==> src/rtl/cca_pkg.sv <==
package cca_pkg;

   typedef enum logic [2:0] {
      TX_IDLE,
      TX_ASSIGN,
      TX_REG,
      TX_PORT,
      TX_READ
   } txn_e;

   function automatic logic self_ok(input logic [7:0] a, input int base, input int n_inst);
      return (a[0] == 1'b0) && (int'(a) >= base) && (int'(a) <= base + 2 * (n_inst - 1));
   endfunction

endpackage

==> src/rtl/cca_decode.sv <==
module cca_decode
   import cca_pkg::*;
#(
   parameter int AW           = 8,
   parameter int DEFAULT_ADDR = 'h1E,
   parameter int BCAST_ADDR   = 'h02,
   parameter int SELF_BASE    = 'h04,
   parameter int WIN_BASE     = 'h20,
   parameter int WIN_STRIDE   = 'h10,
   parameter int PORT_W       = 2,
   parameter int LDEV_W       = 1
) (
   input  logic              chain_in_n,
   input  logic              assigned,
   input  logic [AW-1:0]     self_q,
   input  logic [AW-1:0]     abyte,
   output logic              hit,
   output txn_e              kind,
   output logic              is_self,
   output logic              is_bcast,
   output logic              is_port,
   output logic [PORT_W-1:0] port,
   output logic [LDEV_W-1:0] ldev
);
   localparam int SEL_LSB = 1;
   localparam int PORT_LSB = SEL_LSB + LDEV_W;

   logic [AW-1:0] inst;
   logic [AW-1:0] win_base;
   logic [AW-1:0] offset;
   logic          in_win;
   logic          wr;

   assign inst     = (self_q - AW'(SELF_BASE)) >> 1;
   assign win_base = AW'(WIN_BASE + int'(inst) * WIN_STRIDE);
   assign offset   = abyte - win_base;
   assign in_win   = int'(offset) < WIN_STRIDE;
   assign wr       = ~abyte[0];
   assign port     = offset[PORT_LSB +: PORT_W];
   assign ldev     = offset[SEL_LSB +: LDEV_W];

   always_comb begin
      hit      = 1'b0;
      kind     = TX_IDLE;
      is_self  = 1'b0;
      is_bcast = 1'b0;
      is_port  = 1'b0;
      if (!assigned) begin
         if (!chain_in_n && abyte == AW'(DEFAULT_ADDR)) begin
            hit  = 1'b1;
            kind = TX_ASSIGN;
         end
      end else if (abyte[AW-1:1] == self_q[AW-1:1]) begin
         hit     = 1'b1;
         is_self = 1'b1;
         kind    = wr ? TX_REG : TX_READ;
      end else if (abyte == AW'(BCAST_ADDR)) begin
         hit      = 1'b1;
         is_bcast = 1'b1;
         kind     = TX_REG;
      end else if (in_win) begin
         hit     = 1'b1;
         is_port = 1'b1;
         kind    = TX_PORT;
      end
   end
endmodule

==> src/rtl/cca_ctrl.sv <==
module cca_ctrl
   import cca_pkg::*;
#(
   parameter int AW           = 8,
   parameter int DEFAULT_ADDR = 'h1E,
   parameter int SELF_BASE    = 'h04,
   parameter int NUM_INST     = 14,
   parameter int NUM_LDEV     = 2,
   parameter int PORT_W       = 2,
   parameter int LDEV_W       = 1
) (
   input  logic              clk,
   input  logic              rst_n,
   input  logic              en,
   input  logic              ev_addr,
   input  logic              ev_data,
   input  logic              ev_stop,
   input  logic [AW-1:0]     ev_byte,
   input  logic              hit,
   input  txn_e              kind,
   input  logic              is_self,
   input  logic              is_bcast,
   input  logic              is_port,
   input  logic [PORT_W-1:0] port,
   input  logic [LDEV_W-1:0] ldev,
   output logic              assigned,
   output logic [AW-1:0]     self_q,
   output logic              sel_self,
   output logic              sel_bcast,
   output logic              sel_port,
   output logic [PORT_W-1:0] port_q,
   output logic [LDEV_W-1:0] ldev_q,
   output logic              data_ack,
   output logic              wr_en,
   output logic [LDEV_W-1:0] wr_idx
);
   txn_e          txn;
   logic [1:0]    cnt;
   logic [AW-1:0] cand;

   assign cand = {ev_byte[AW-1:1], 1'b0};

   always_comb begin
      data_ack = 1'b0;
      case (txn)
         TX_ASSIGN: data_ack = !assigned && self_ok(cand, SELF_BASE, NUM_INST);
         TX_REG:    data_ack = (cnt == 2'd0) ? (int'(ev_byte) < NUM_LDEV) : (cnt == 2'd1);
         TX_PORT:   data_ack = 1'b1;
         default:   data_ack = 1'b0;
      endcase
   end

   assign wr_en = en && ev_data && txn == TX_REG && cnt == 2'd1;

   always_ff @(posedge clk or negedge rst_n) begin
      if (!rst_n) begin
         txn <= TX_IDLE; cnt <= '0; wr_idx <= '0;
         assigned <= 1'b0; self_q <= AW'(DEFAULT_ADDR);
         sel_self <= 1'b0; sel_bcast <= 1'b0; sel_port <= 1'b0;
         port_q <= '0; ldev_q <= '0;
      end else if (!en) begin
         txn <= TX_IDLE; cnt <= '0; wr_idx <= '0;
         assigned <= 1'b0; self_q <= AW'(DEFAULT_ADDR);
         sel_self <= 1'b0; sel_bcast <= 1'b0; sel_port <= 1'b0;
         port_q <= '0; ldev_q <= '0;
      end else if (ev_stop) begin
         txn <= TX_IDLE;
         sel_self <= 1'b0; sel_bcast <= 1'b0; sel_port <= 1'b0;
      end else if (ev_addr) begin
         txn       <= hit ? kind : TX_IDLE;
         cnt       <= '0;
         sel_self  <= hit && is_self;
         sel_bcast <= hit && is_bcast;
         sel_port  <= hit && is_port;
         port_q    <= (hit && is_port) ? port : '0;
         ldev_q    <= (hit && is_port) ? ldev : '0;
      end else if (ev_data) begin
         if (cnt != 2'd3) cnt <= cnt + 2'd1;
         if (txn == TX_ASSIGN && data_ack) begin
            assigned <= 1'b1;
            self_q   <= cand;
         end
         if (txn == TX_REG && cnt == 2'd0) begin
            wr_idx <= ev_byte[LDEV_W-1:0];
            if (!data_ack) txn <= TX_IDLE;
         end
      end
   end
endmodule

==> src/rtl/cca_ldev_regs.sv <==
module cca_ldev_regs #(
   parameter int AW        = 8,
   parameter int NUM_LDEV  = 2,
   parameter int LDEV_W    = 1,
   parameter int LDEV_BASE = 'hA0
) (
   input  logic              clk,
   input  logic              rst_n,
   input  logic              en,
   input  logic              wr_en,
   input  logic [LDEV_W-1:0] wr_idx,
   input  logic [AW-1:0]     wr_val,
   input  logic [LDEV_W-1:0] rd_idx,
   output logic [AW-1:0]     rd_val
);
   logic [AW-1:0] regs [NUM_LDEV];

   for (genvar i = 0; i < NUM_LDEV; i++) begin : g_reg
      localparam logic [AW-1:0] RST = AW'(LDEV_BASE + 2 * i);
      always_ff @(posedge clk or negedge rst_n) begin
         if (!rst_n)                                 regs[i] <= RST;
         else if (!en)                               regs[i] <= RST;
         else if (wr_en && int'(wr_idx) == i)        regs[i] <= wr_val;
      end
   end

   assign rd_val = regs[rd_idx];
endmodule

==> src/rtl/i2c_chain_addr.sv <==
module i2c_chain_addr
   import cca_pkg::*;
#(
   parameter int AW           = 8,
   parameter int DEFAULT_ADDR = 'h1E,
   parameter int BCAST_ADDR   = 'h02,
   parameter int SELF_BASE    = 'h04,
   parameter int NUM_INST     = 14,
   parameter int WIN_BASE     = 'h20,
   parameter int NUM_PORTS    = 4,
   parameter int NUM_LDEV     = 2,
   parameter int LDEV_BASE    = 'hA0,
   localparam int PORT_W      = (NUM_PORTS > 1) ? $clog2(NUM_PORTS) : 1,
   localparam int LDEV_W      = (NUM_LDEV > 1) ? $clog2(NUM_LDEV) : 1
) (
   input  logic              clk,
   input  logic              rst_n,
   input  logic              en,
   input  logic              chain_in_n,
   input  logic              ev_addr,
   input  logic              ev_data,
   input  logic              ev_stop,
   input  logic [AW-1:0]     ev_byte,
   output logic              ack,
   output logic              chain_done_n,
   output logic              chain_done_oe,
   output logic [AW-1:0]     self_addr,
   output logic              sel_self,
   output logic              sel_bcast,
   output logic              sel_port,
   output logic [PORT_W-1:0] port_num,
   output logic [LDEV_W-1:0] ldev_sel,
   output logic [AW-1:0]     ldev_addr
);
   localparam int WIN_STRIDE = 2 * NUM_PORTS * NUM_LDEV;

   if (AW != 8) begin : g_bad_aw
      $error("address width must be 8");
   end
   if (SELF_BASE + 2 * (NUM_INST - 1) != DEFAULT_ADDR) begin : g_bad_default
      $error("start-up address must be the last instance self-address");
   end
   if ((DEFAULT_ADDR % 2) != 0 || (SELF_BASE % 2) != 0) begin : g_bad_parity
      $error("addresses must be even");
   end
   if (WIN_BASE + WIN_STRIDE * NUM_INST > (1 << AW)) begin : g_bad_win
      $error("port windows exceed address space");
   end

   logic              hit, is_self, is_bcast, is_port, assigned, data_ack, wr_en;
   txn_e              kind;
   logic [PORT_W-1:0] port;
   logic [LDEV_W-1:0] ldev, wr_idx;
   logic [AW-1:0]     self_q;

   cca_decode #(
      .AW(AW), .DEFAULT_ADDR(DEFAULT_ADDR), .BCAST_ADDR(BCAST_ADDR), .SELF_BASE(SELF_BASE),
      .WIN_BASE(WIN_BASE), .WIN_STRIDE(WIN_STRIDE), .PORT_W(PORT_W), .LDEV_W(LDEV_W)
   ) u_dec (
      .chain_in_n(chain_in_n), .assigned(assigned), .self_q(self_q), .abyte(ev_byte),
      .hit(hit), .kind(kind), .is_self(is_self), .is_bcast(is_bcast), .is_port(is_port),
      .port(port), .ldev(ldev)
   );

   cca_ctrl #(
      .AW(AW), .DEFAULT_ADDR(DEFAULT_ADDR), .SELF_BASE(SELF_BASE), .NUM_INST(NUM_INST),
      .NUM_LDEV(NUM_LDEV), .PORT_W(PORT_W), .LDEV_W(LDEV_W)
   ) u_ctrl (
      .clk(clk), .rst_n(rst_n), .en(en), .ev_addr(ev_addr), .ev_data(ev_data),
      .ev_stop(ev_stop), .ev_byte(ev_byte), .hit(hit), .kind(kind), .is_self(is_self),
      .is_bcast(is_bcast), .is_port(is_port), .port(port), .ldev(ldev),
      .assigned(assigned), .self_q(self_q), .sel_self(sel_self), .sel_bcast(sel_bcast),
      .sel_port(sel_port), .port_q(port_num), .ldev_q(ldev_sel), .data_ack(data_ack),
      .wr_en(wr_en), .wr_idx(wr_idx)
   );

   cca_ldev_regs #(
      .AW(AW), .NUM_LDEV(NUM_LDEV), .LDEV_W(LDEV_W), .LDEV_BASE(LDEV_BASE)
   ) u_regs (
      .clk(clk), .rst_n(rst_n), .en(en), .wr_en(wr_en), .wr_idx(wr_idx),
      .wr_val(ev_byte), .rd_idx(ldev_sel), .rd_val(ldev_addr)
   );

   assign ack           = en && ((ev_addr && hit) || (!ev_addr && ev_data && data_ack));
   assign chain_done_n  = 1'b0;
   assign chain_done_oe = assigned;
   assign self_addr     = self_q;
endmodule

==> config.mk <==
export PLATFORM = sky130hd
export DESIGN_NAME = i2c_chain_addr
export DESIGN_NICKNAME = d
export VERILOG_FILES = /design/src/rtl/cca_pkg.sv /design/src/rtl/cca_decode.sv /design/src/rtl/cca_ctrl.sv /design/src/rtl/cca_ldev_regs.sv /design/src/rtl/i2c_chain_addr.sv
export SDC_FILE = /design/constraint.sdc
export NUM_CORES = 1
export LEC_CHECK = 0
export ABC_AREA = 1
export CAP_MARGIN = 20
export CELL_PAD_IN_SITES_DETAIL_PLACEMENT = 0
export CELL_PAD_IN_SITES_GLOBAL_PLACEMENT = 1
export CORE_ASPECT_RATIO = 0.6
export CORE_MARGIN = 2
export CORE_UTILIZATION = 42
export CTS_CLUSTER_SIZE = 16
export DETAILED_ROUTE_END_ITERATION = 10
export HOLD_SLACK_MARGIN = 0.05
export PLACE_DENSITY = 0.86
export SYNTH_ARGS = -nofsm -noshare
export SYNTH_HDL_FRONTEND = slang
export SYNTH_SLANG_ARGS = --single-unit
==> constraint.sdc <==
create_clock -name clk -period 6 [get_ports clk]
set_clock_uncertainty 0.1 [all_clocks]
set_input_delay 0.6 -clock clk [delete_from_list [all_inputs] [get_ports clk]]
set_output_delay 0.6 -clock clk [all_outputs]
set_load 0.1 [all_outputs]
==> results.md, run 1 <==
* Outcome: finished, final reports clean
* Synth top cells by count: 98 x nand2_1, 53 x inv_1, 29 x o21ai_0, 28 x nor2_1, 27 x dfrtp_1
* Worst path slowest cell: clkdlybuf4s50_1
* Layout cells sized above 1 at 10.3%
* Maximum VDD drop at 90.8 µV
* Top-Level Pins at 40
* Kind of critical path: in -> out
* First-pass GRT wire length at 11000 µm
* Clock-pin transition on the worst setup and hold timing paths at 0.08 ns
* Final #Nets at 421
* Place WS at 1.95 ns
* GRT Util Overall at 21.1%
* Most area-consuming cells after synthesis: dfrtp_1 27%, nand2_1 15%, ha_1 9.4%
* WP data required at 5.30 ns
* Drt drc at 0
* Initial Utilization at 44.3%
* Cell Area, Synth at 2530 µm²
* RSZ-0062 raised after global routing: false
* Gpl congestion at 0.851
* Number of global-route vias before repair at 2148
* Final hold violations at 0
* Initial antenna violation count at 0
* Cts repair resizes at 0
* Share of the synthesized area in the top cell type at 26.7%
* CTS max path bufs at 2
* Detailed-route via count at 2313
* Synth Instances at 349
* Bufs and invs on worst path at 4
* Pwr dens at 244 nW/µm²
* CP arrival at 3.39 ns
* Remaining global-route overflow at 0
* R2r endpoint: u_ctrl.port_q[1]$_DFFE_PN0P_
* Crit. End Element: primary output
* 1st-iter DRT viols at 170
* Largest delay share family, worst path: buffers and inverters
* Die extent in y at 64.1 µm
* Top Usage Layer GRT: met1
* R2R setup slack at 3.18 ns
* Slew Viols, Final at 0
* R2R cell count at 15
* Asr flop ratio synth at 100%
* Setup Buffers After CTS at 0
* Max cap viols at 0
* Drt via density at 4.94
* Post-Route WL at 6470 µm
* Port Buffer Count at 37
* WL/cell at 13.8 µm
* Die width at 104 µm
* Final min period at 4.09 ns
* H-Tree Depth at 2
* Largest net degree at the start of global routing at 37
* Core area at 5700 µm²
* Met3 usage at 4.90%
* Period utilization at 68.2%
* Clock Tree Root: clkbuf_8
* Worst Hold Class: reg -> reg
* Finished Layout Cells at 468
* Setup TNS Final at 0 ns
* Static Leak at 0.00152 µW
* Antenna cells at 0
* Final setup viols at 0
* Cell taking the most area after synthesis: dfrtp_1
* Placed cell count at 460
* Synthesis Warnings at 0
* CTS tree: done
* Synth Register Bits at 36
* Post-synthesis sequential area ratio at 36.1%
* Main flop type after synthesis: dfrtp_1
* Rows at 21
* Syn-to-layout area delta at 21.7%
* Hpwl dp at 4980 µm
* Clock Sinks at 36
* Hold buffer count at CTS at 0
* Worst-Margin Slew at 1.00 ns
* Met1 GRT Util at 32.5%
* CP most frequent cell: nand2_1
* Number of synthesized flops with an enable pin at 0
* Hold endpoint: u_regs.regs[11]$_DFFE_PN0P_
* Worst hold path stage count at 2
* Netlist cell types at 33
* Number of CTS-inserted buffers at 5
* CP max stage delay at 0.71 ns
* Worst setup SP type: input port
* Max Fclk at 0.244 GHz
* Syn avg cell area at 7.24 µm²
* Cell chain of the critical path: clkdlybuf4s50_1 > ha_1 > ha_1 > inv_1 > nor2_1 > nand2_1 > nand2_1 > nand2_1 > nand2_1 > inv_1 > nor2_2 > nand3_1 > nand3_1 > nand3_1 > a21oi_1 > buf_4
* Most numerous cell in the Yosys netlist: nand2_1
* Final worst setup slack at 1.91 ns
* Min-delay src: u_regs.regs[11]$_DFFE_PN0P_
* Worst reg2reg path startpoint: u_ctrl.self_q[2]$_DFFE_PN1P_
* Slew Limit Headroom at 33.0%
* Met2 usage at 28.7%
* Routed Antenna Nets at 0
* Crit path max fanout at 8
* Worst-Skew Late Latency at 0.30 ns
* First-pass DRT Iterations at 5
* Die Area at 6670 µm²
[state kept, by name (all words and copies together), names as in the netlist]
name	count
u_ctrl.txn	3
u_ctrl.sel_self	1
u_ctrl.cnt	2
u_ctrl.self_q	7
u_ctrl.assigned	1
u_ctrl.sel_port	1
u_regs.regs	16
u_ctrl.ldev_q	1
u_ctrl.sel_bcast	1
u_ctrl.port_q	2
u_ctrl.wr_idx	1
[where the power goes]
part	total, µW	internal [µW]	switching (µW)
Combinational	260	76.1	184
Sequential	271	260	10.8
Clock	221	123	97.9
Total	751	459	292
[worst reg2reg max path, cell delays in order, from the launching register on]
cell and delay (ns):
dfstp_2 0.57, inv_1 0.06, ha_1 0.27, inv_1 0.04
ha_1 0.26, inv_1 0.04, ha_1 0.36, a21oi_1 0.23
nand3_1 0.16, nand2_1 0.09, nand2_1 0.05, nor2_1 0.12
nand3_2 0.13, nor2_2 0.12, nand3_1 0.10, nand2_1 0.07
[per-layer routing]
| metal | up-vias | wire [µm] |
|---|---|---|
| met1 | 1046 | 3600 |
| met2 | 79 | 2360 |
| met5 | - | 0 |
| met3 | 11 | 416 |
| met4 | 0 | 95 |
| li1 | 1177 | - |
[cell type report]
| type | count | area [µm²] |
|---|---|---|
| Multi-Input combinational cell | 248 | 1360 |
| Fill cell | 571 | 2630 |
| Tap cell | 80 | 100 |
| Sequential cell | 36 | 912 |
| Timing Repair Buffer | 39 | 383 |
| Clock inverter | 3 | 42.5 |
| Clock buffer | 5 | 68.8 |
| Inverter | 57 | 214 |
[worst max-delay path by stage]
stage,from,to,slack (ns),depth (start not counted)
after global placement,ev_byte[4],ack,1.96,16
final,ev_byte[4],ack,1.91,16
after global routing,ev_byte[4],ack,1.67,16
after floorplan,u_ctrl.self_q[2]$_DFFE_PN1P_,ack,1.17,17
after detailed placement,ev_byte[4],ack,1.95,16
after CTS,ev_byte[4],ack,1.94,16
[stage by stage]
| step | util, % | area, µm² | total power, µW | hold WS, ns |
|---|---|---|---|---|
| 6_report | 53.9 | 3080 | 751 | 0.395 |
| 5_1_grt | 53.9 | 3080 | 793 | 0.416 |
| 4_1_cts | 53.9 | 3080 | 753 | 0.396 |
| 3_5_place_dp | 52.0 | 2960 | 532 | 0.369 |
| 3_3_place_gp | 52.0 | 2960 | 531 | 0.363 |
| 2_1_floorplan | - | 2530 | 464 | 0.204 |
[cells in the final DEF (no fill, tap or decap), drive strengths merged, types with 2 or more instances in the layout]
cell             n
nand2          101
inv             56
clkdlybuf4s50   36
nor2            33
o21ai           31
dfrtp           27
nand3           21
ha              19
a21oi           10
dfstp            9
nand4            5
clkbuf           5
xnor2            4
xor2             4
a31oi            4
mux2             3
buf              3
o31ai            2
nor3             2
nand3b           2
conb             2
clkinv           2
[kinds of logic (layout without fill, tap and decap cells)]
group	Yosys count	after routing	share of synthesized area, %
compound gates	51	51	12.0
xor+xnor	8	8	2.77
fa+ha+maj	19	19	9.41
buf+inv	66	104	10.4
flops	36	36	36.1
mux	3	3	1.34
other cells	1	2	0.148
simple gates	165	165	27.8
Note: power is estimated with default switching activity, not from simulation.
==> run 2: changes to the inputs <==
--- a/config.mk
+++ b/config.mk
@@ -11,11 +11,11 @@
 export CELL_PAD_IN_SITES_GLOBAL_PLACEMENT = 1
 export CORE_ASPECT_RATIO = 0.6
 export CORE_MARGIN = 2
-export CORE_UTILIZATION = 42
+export CORE_UTILIZATION = 39
 export CTS_CLUSTER_SIZE = 16
 export DETAILED_ROUTE_END_ITERATION = 10
 export HOLD_SLACK_MARGIN = 0.05
-export PLACE_DENSITY = 0.86
+export PLACE_DENSITY = 0.8
 export SYNTH_ARGS = -nofsm -noshare
 export SYNTH_HDL_FRONTEND = slang
 export SYNTH_SLANG_ARGS = --single-unit
==> constraint.sdc (replaced) <==
create_clock -name clk -period 4.3 [get_ports clk]
set_clock_uncertainty 0.1 [all_clocks]
set_input_delay 0.43 -clock clk [delete_from_list [all_inputs] [get_ports clk]]
set_output_delay 0.43 -clock clk [all_outputs]
set_load 0.1 [all_outputs]
==> results.md, run 2 (synthesized netlist as in run 1, its figures left out) <==
* Outcome: finished, final reports clean
* CP arrival at 3.21 ns
* Psw at 404 µW
* Net Sw Frac at 41.0%
* GRT Util Overall at 19.9%
* Static Leak at 0.00152 µW
* Die Area at 7160 µm²
* Max Fclk at 0.268 GHz
* Top-Level Pins at 40
* Port Buffer Count at 37
* Pwr dens at 322 nW/µm²
* Layout cells sized above 1 at 10.8%
* Final #Nets at 421
* First-pass DRT Iterations at 4
* Die extent in y at 66.4 µm
* Drt drc at 0
* H-Tree Depth at 2
* Antenna cells at 0
* Comb power frac at 36.6%
* WP data required at 3.77 ns
* Clock share of power at 25.2%
* Worst setup SP type: flop
* Worst hold margin at 0.136 ns
* Core area at 6190 µm²
* Hold buffer count at CTS at 0
* Crit path from: u_ctrl.self_q[2]$_DFFE_PN1P_
* Die width at 108 µm
* Max cap viols at 0
* Number of CTS-inserted buffers at 5
* Final min period at 3.74 ns
* Crit path max fanout at 5
* Worst reg2reg path startpoint: u_ctrl.self_q[2]$_DFFE_PN1P_
* Finished Layout Cells at 472
* Number of global-route vias before repair at 2151
* First-pass GRT wire length at 10900 µm
* Filler cells at 647
* Worst-Skew Late Latency at 0.29 ns
* Gpl congestion at 0.816
* Placed cell count at 464
* Crit. End Element: primary output
* WL/cell at 13.7 µm
* Initial antenna violation count at 0
* Hpwl dp at 5030 µm
* Clock Tree Root: clkbuf_8
* Syn-to-layout area delta at 21.4%
* Remaining global-route overflow at 0
* Fraction of power consumed by sequential logic at 38.2%
* Setup Buffers After CTS at 0
* Final setup viols at 0
* Setup TNS Final at 0 ns
* Clock-pin transition on the worst setup and hold timing paths at 0.08 ns
* RSZ-0062 raised after global routing: false
* Slew Viols, Final at 0
* Maximum VDD drop at 133 µV
* Rows at 22
* Final worst setup slack at 0.562 ns
* Dpl cell area at 2980 µm²
* Most common cell after layout, fill and taps aside: nand2_1
* CTS max path bufs at 2
* Final hold violations at 0
* Internal at 582 µW
* Max reg flops at 16
* Place WS at 0.629 ns
* Detailed-route via count at 2279
* CTS tree: done
* Slew Limit Headroom at 33.8%
* 1st-iter DRT viols at 145
* Worst-Margin Slew at 0.990 ns
* Top flop regs: u_regs.regs x16, u_ctrl.self_q x7, u_ctrl.txn x3
* Most frequent cells in the layout: 98 x nand2_1, 53 x inv_1, 35 x clkdlybuf4s50_1
* Kind of critical path: reg -> out
* Post-route cell area at 3070 µm²
* Routed Antenna Nets at 0
* Largest net degree at the start of global routing at 37
* Clock Sinks at 36
* Cts repair resizes at 0
* Period utilization at 86.9%
* Worst Hold Class: in -> async
* Drt via density at 4.83
* Most flops, register: u_regs.regs
* Initial Utilization at 40.8%
* Post-Route WL at 6480 µm
==> run 2: metal layers <==
metal  vias up  GRT usage, %  routed length [µm]
li1       1173             -                   -
met1      1042          31.4                3660
met2        59          27.6                2430
met3         5          4.24                 353
met4         0          3.37                  34
met5         -             0                   0
==> run 2: area by class of cell <==
class | count | area [µm²] | area share (%)
Tap cell | 84 | 105 | 3.43
Clock inverter | 3 | 18.8 | 0.612
Clock buffer | 5 | 68.8 | 2.24
Inverter | 57 | 214 | 6.97
Sequential cell | 36 | 912 | 29.7
Timing Repair Buffer | 39 | 390 | 12.7
Multi-Input combinational cell | 248 | 1360 | 44.3
==> run 2: worst paths after layout <==
kind	endpoint	slack (ns)	cells past startpoint
max	ack	0.56	16
min	u_ctrl.self_q[7]$_DFFE_PN0P_	0.14	1
max reg2reg	u_ctrl.port_q[1]$_DFFE_PN0P_	1.48	15
min reg2reg	u_regs.regs[2]$_DFFE_PN0P_	0.38	2
max in group asynchronous	u_ctrl.sel_bcast$_DFFE_PN0P_	3.43	1
min in group clk	u_regs.regs[2]$_DFFE_PN0P_	0.38	2
==> run 2: power groups by stage <==
stage                     registers, µW  clock network [µW]  logic (µW)
after global placement              383                   0         357
after global routing                379                 269         403
after floorplan                     422                   0         226
after detailed placement            383                   0         360
after CTS                           377                 254         361
final                               377                 249         361
==> run 2: worst max-delay path, cell delays in order, from the launching register on <==
cell and delay (ns):
dfstp_2 0.57, inv_1 0.07, ha_1 0.27, inv_1 0.04
ha_1 0.26, inv_1 0.04, ha_1 0.37, a21oi_1 0.23
nand2_1 0.08, nor2_1 0.14, nand2_1 0.07, nand2_1 0.05
nand3_1 0.09, nand3_1 0.08, nand3_1 0.13, a21oi_2 0.23
buf_12 0.20
==> run 2: through the flow <==
| stage | utilization, % | power, µW |
|---|---|---|
| after floorplan | - | 648 |
| after global placement | 48.1 | 740 |
| after detailed placement | 48.1 | 743 |
| after CTS | 49.5 | 992 |
| after global routing | 49.5 | 1050 |
| final | 49.5 | 987 |
